<file path="src/rtl/temp_triple_cache.sv">
module temp_triple_cache #(
  parameter int DW    = 8,
  parameter int DEPTH = 256
) (
  input  logic          clk,
  input  logic          rst_n,
  input  logic          sample_valid,
  input  logic [DW-1:0] sample,
  input  logic          restart,
  input  logic          overflow_clr,
  input  logic          bus_idle,
  output logic          out_valid,
  input  logic          out_ready,
  output logic [7:0]    out_data,
  output logic          full,
  output logic          empty,
  output logic          overflow
);
  localparam int AW = (DEPTH > 1) ? $clog2(DEPTH) : 1;
  localparam int CW = $clog2(DEPTH + 1);

  function automatic logic [2:0] range_code(input logic [DW-1:0] v);
    if (v < DW'(26))      return 3'd0;
    else if (v < DW'(30)) return 3'd1;
    else if (v < DW'(31)) return 3'd2;
    else if (v < DW'(33)) return 3'd3;
    else if (v < DW'(36)) return 3'd4;
    else                  return 3'd5;
  endfunction

  logic [1:0]    phase;
  logic [DW-1:0] first_q, mid_q;
  logic [7:0]    mem [DEPTH];
  logic [AW-1:0] wptr, rptr;
  logic [CW-1:0] cnt;

  logic [DW-1:0] hi, lo;
  logic [DW:0]   avg;
  logic [1:0]    mid_code;
  logic [7:0]    packed_byte;

  always_comb begin
    hi  = (first_q > sample) ? first_q : sample;
    lo  = (first_q > sample) ? sample : first_q;
    avg = ({1'b0, first_q} + {1'b0, sample}) >> 1;
    if (mid_q >= hi)                                             mid_code = 2'b11;
    else if (mid_q <= lo)                                        mid_code = 2'b00;
    else if (({1'b0, mid_q} + 1'b1 >= avg) && ({1'b0, mid_q} <= avg + 1'b1)) mid_code = 2'b01;
    else                                                         mid_code = 2'b10;
  end

  assign packed_byte = {range_code(first_q), mid_code, range_code(sample)};

  wire take     = sample_valid && !restart;
  wire last     = take && (phase == 2'd2);
  wire wr       = last && !full;
  wire drop     = last && full;
  wire accept   = out_valid && out_ready;
  wire unfetch  = (cnt != CW'(out_valid));
  wire fetch    = bus_idle && unfetch && (!out_valid || out_ready);

  assign full  = (cnt == CW'(DEPTH));
  assign empty = (cnt == '0);

  always_ff @(posedge clk or negedge rst_n) begin
    if (!rst_n) begin
      phase   <= '0;
      first_q <= '0;
      mid_q   <= '0;
    end else if (restart) begin
      phase <= '0;
    end else if (sample_valid) begin
      if (phase == 2'd0) first_q <= sample;
      if (phase == 2'd1) mid_q   <= sample;
      phase <= (phase == 2'd2) ? 2'd0 : phase + 2'd1;
    end
  end

  always_ff @(posedge clk)
    if (wr) mem[wptr] <= packed_byte;

  always_ff @(posedge clk or negedge rst_n) begin
    if (!rst_n) begin
      wptr      <= '0;
      rptr      <= '0;
      cnt       <= '0;
      out_valid <= 1'b0;
      out_data  <= '0;
      overflow  <= 1'b0;
    end else begin
      if (wr) wptr <= (wptr == AW'(DEPTH - 1)) ? '0 : wptr + 1'b1;
      cnt <= cnt + CW'(wr) - CW'(accept);
      if (fetch) begin
        out_data  <= mem[rptr];
        out_valid <= 1'b1;
        rptr      <= (rptr == AW'(DEPTH - 1)) ? '0 : rptr + 1'b1;
      end else if (accept) begin
        out_valid <= 1'b0;
      end
      if (drop)              overflow <= 1'b1;
      else if (overflow_clr) overflow <= 1'b0;
    end
  end

  a_r1_codes_legal: assert property (@(posedge clk) disable iff (!rst_n)
    out_valid |-> (out_data[7:5] < 3'd6) && (out_data[2:0] < 3'd6));

  a_r4_flags_exclusive: assert property (@(posedge clk) disable iff (!rst_n)
    full |-> !empty);

  a_r5_overflow_set: assert property (@(posedge clk) disable iff (!rst_n)
    (sample_valid && !restart && phase == 2'd2 && full) |=> overflow);

  a_r5_overflow_sticky: assert property (@(posedge clk) disable iff (!rst_n)
    (overflow && !overflow_clr) |=> overflow);

  a_r6_no_fetch_busy: assert property (@(posedge clk) disable iff (!rst_n)
    (!bus_idle && !out_valid) |=> !out_valid);

  a_r7_hold_stalled: assert property (@(posedge clk) disable iff (!rst_n)
    (out_valid && !out_ready) |=> out_valid && $stable(out_data));

  a_r8_no_refill_busy: assert property (@(posedge clk) disable iff (!rst_n)
    (!bus_idle && out_valid && out_ready) |=> !out_valid);

  a_r7_valid_needs_data: assert property (@(posedge clk) disable iff (!rst_n)
    out_valid |-> !empty);
endmodule

</file>
<file path="config.mk">
export PLATFORM = sky130hd
export DESIGN_NAME = temp_triple_cache
export DESIGN_NICKNAME = d
export VERILOG_FILES = /design/src/rtl/temp_triple_cache.sv
export SDC_FILE = /design/constraint.sdc
export NUM_CORES = 2
export LEC_CHECK = 0
export BUFFER_PORTS_ARGS = -buffer_cell sky130_fd_sc_hd__buf_4
export CELL_PAD_IN_SITES_DETAIL_PLACEMENT = 1
export CELL_PAD_IN_SITES_GLOBAL_PLACEMENT = 1
export CORE_MARGIN = 4
export CORE_UTILIZATION = 42
export CTS_CLUSTER_DIAMETER = 40
export DETAILED_ROUTE_END_ITERATION = 12
export GPL_TIMING_DRIVEN = 0
export HOLD_SLACK_MARGIN = 0.15
export PLACE_DENSITY = 0.71
export SYNTH_ARGS = -nofsm -noshare
export SYNTH_HDL_FRONTEND = slang
export SYNTH_SLANG_ARGS = --single-unit
</file>
<file path="constraint.sdc">
create_clock -name clk -period 18.53 [get_ports clk]
set_clock_uncertainty 0.15 [all_clocks]
set_input_delay 0.9265 -clock clk [delete_from_list [all_inputs] [get_ports clk]]
set_output_delay 0.9265 -clock clk [all_outputs]
set_load 0.01 [all_outputs]
</file>
==> results_dict.tcl <==
set metrics [dict create \
    status "finished with violations" \
    failed_checks "max-capacitance violations, max-slew violations" \
    yosysSeqAreaShare_pct 75.1 \
    met2WireLength_um 140000 \
    critPathLaunchType "flop" \
    die_area_mm2 0.206 \
    drv_slew 99 \
    num_io_pins 27 \
    mostFrequentLayoutCells "2048 x edfxtp_1, 457 x mux4_2, 328 x nor2_1, 288 x clkbuf_16, 168 x mux2i_1" \
    track_usage_pct 30.9 \
    coreArea_mm2 0.198 \
    cts_root_buffer "clkbuf_16" \
    period_share_pct 35.3 \
    required_ns 19.17 \
    drive_gt1_share_pct 25.0 \
    clk_path_buf_depth 4 \
    final-hold-violation-count 0 \
    tns_ns 0 \
    cts_inserted_buffers 285 \
    path_clk_slew_ns 0.06 \
    period_needed_ns 6.54 \
    dieWidth_um 454 \
    crit_type "reg2reg" \
    cts_tree "built" \
    route.detailed.drc 0 \
    syn_area_per_cell_um2 19.9 \
    grt_max_degree 141 \
    holdCritPathClass "in2reg" \
    final_common_cell "edfxtp_1" \
    cts_sinks 2101 \
    clock_latency_ns 0.92 \
    crit_path_start "first_q[6]$_DFFE_PN0P_" \
    synth_cell_types 73 \
    drt-total-wl_um 321000 \
    worstMarginPinSlew_ns 1.63 \
    crit_path_max_fanout 23 \
    final_nets 4683 \
    antenna_found_initial 18 \
    htreeDepth 5 \
    portBuffers 26 \
    static-leakage-power_nw 31.7 \
    cts_hold_buf 5 \
    syn2layout_area_growth_pct 17.5 \
    synth.cell_area_mm2 0.0837 \
    synthArstFlopShare_pct 2.52 \
    crit_arrival_ns 7.17 \
    place.gp.congestion 0.968 \
    drt_iter0_markers 9014 \
    p_per_area_mw_per_mm2 176 \
    relSlewSlack_pct -8.80 \
    setup_viol 0 \
    reg2reg_from "first_q[6]$_DFFE_PN0P_" \
    ir_drop_uv 103 \
    fp.dieH_um 454 \
    synth_cells 4201 \
    max_cap_violations 9 \
    ys_seq_elements 2101 \
    yosys_most_used_dff "edfxtp_1" \
    cts_setup_buffers 0 \
    reg2reg_depth 21 \
    synth_warnings 0 \
    rows 163 \
    wl_met1_um 110000 \
    cts.repair.resized 0 \
    synth_edf_count 2048 \
    fmax_ghz 0.153 \
    rsz0062_at_grt "no" \
    drt_first_pass_iters 8 \
    routed-wl-met3_um 46200 \
    grt_pass1_wl_um 430000 \
    dp_hpwl_um 207000 \
    routed_via_density 6.71 \
    grt-ovfl-total 0 \
    r2r_end "mem[116][4]$_DFFE_PP_" \
    nFillCells 17900 \
    timing.hold.ws_ns 0.203 \
    vias 50000 \
    initial_utilization_pct 42.3 \
    routedWlPerCell_um 43.0 \
    grt_pass1_vias 49300 \
    r2r_slack_ns 12.00 \
    syn_nets 4285 \
    critPathCapture "mem[116][4]$_DFFE_PP_" \
    end_kind "flop" \
    top_layer "met5" \
    postRouteAntennaNets 0 \
]
==> state kept, by name (all words and copies together) (netlist names) <==
signal     count
rptr           8
mem         2048
phase          2
overflow       1
mid_q          8
out_valid      1
first_q        8
cnt            9
out_data       8
wptr           8
==> where the power goes <==
part / switching [mW] / internal, mW
registers: 0.0760 / 5.69
clock network: 2.19 / 3.29
logic: 4.20 / 1.82
==> cell families (layout without fill, tap and decap cells) <==
kind of cell / count (synthesis) / count (layout) / share of synthesized area (%)
xor+xnor: 30 / 30 / 0.314
other cells: 0 / 12 / 0
mux: 651 / 651 / 14.7
flops: 2101 / 2101 / 75.1
compound gates: 455 / 455 / 3.79
fa+ha+maj: 69 / 69 / 1.05
simple gates: 610 / 610 / 3.15
buf+inv: 285 / 885 / 1.89
==> cell usage after synthesis (28+ instances only) <==
cell      number  area, µm²
dfrtp_1       53       1330
nor2b_1       28        175
inv_1         49        184
buf_6         30        338
nand3_1       32        160
nor2_1       330       1240
buf_2         52        260
a211oi_1      29        218
o21ai_0       64        320
clkbuf_1     108        405
mux4_2       457      10300
edfxtp_1    2048      61500
a22oi_1       67        503
a221oi_1      44        385
nand2_1      119        447
nor3_1        35        175
mux2i_1      168       1680
ha_1          67        838
a21oi_1       83        415
o22ai_1       29        181
==> how the worst min path moves through the flow <==
stage	startpoint	end	slack, ns	cells past startpoint
finish	out_ready	out_valid$_DFFE_PN0P_	0.20	3
CTS	out_ready	out_valid$_DFFE_PN0P_	0.15	3
detailed placement	overflow$_DFFE_PN0P_	overflow$_DFFE_PN0P_	0.39	2
floorplan	wptr[4]$_DFFE_PN0P_	wptr[4]$_DFFE_PN0P_	0.36	1
global route	out_ready	out_valid$_DFFE_PN0P_	0.19	3
global placement	overflow$_DFFE_PN0P_	overflow$_DFFE_PN0P_	0.38	2
==> stage by stage <==
stage	area (µm²)	power, mW	cells	utilization, %	worst slack [ns]
finish	98300	17.3	7453	49.7	12.00
CTS	98200	17.0	7440	49.7	12.07
global placement	87200	11.4	6867	44.1	-11.49
detailed placement	88900	11.6	6946	44.9	11.26
global route	98300	17.4	7442	49.7	11.55
floorplan	83700	8.78	4201	-	1.86
==> final cells by class <==
type	count	area (µm²)	area share [%]
antenna	12	30.0	0.0306
buffer	235	1450	1.47
clock buffer	317	7320	7.44
clock inverter	172	1960	2.00
inverter	50	188	0.191
multi-input combinational	1815	19400	19.7
sequential	2101	62800	63.9
tap	2640	3300	3.36
timing repair buffer	111	1820	1.85
==> worst max-delay path, cell delays in order, from the launching register on <==
cell      delay [ns]
dfrtp_1         0.47
ha_1            0.32
clkbuf_1        0.28
nand4_1         0.20
o21bai_1        0.20
a22oi_1         0.17
buf_1           0.44
clkbuf_1        0.58
mux2i_1         0.18
ha_1            0.31
a21o_1          0.11
a21o_1          0.14
a211o_1         0.14
o211ai_1        0.09
a21oi_1         0.38
inv_1           0.21
a211oi_4        0.93
buf_8           0.26
buf_8           0.22
buf_8           0.23
buf_16          0.20
buf_16          0.18
==> routing by layer <==
metal / up-vias / GRT usage, %
met2: 4552 / 45.3
met4: 12 / 19.1
met1: 26200 / 39.1
met5: - / 0
met3: 1040 / 11.5
li1: 18200 / -
Note: power is estimated with default switching activity, not from simulation.
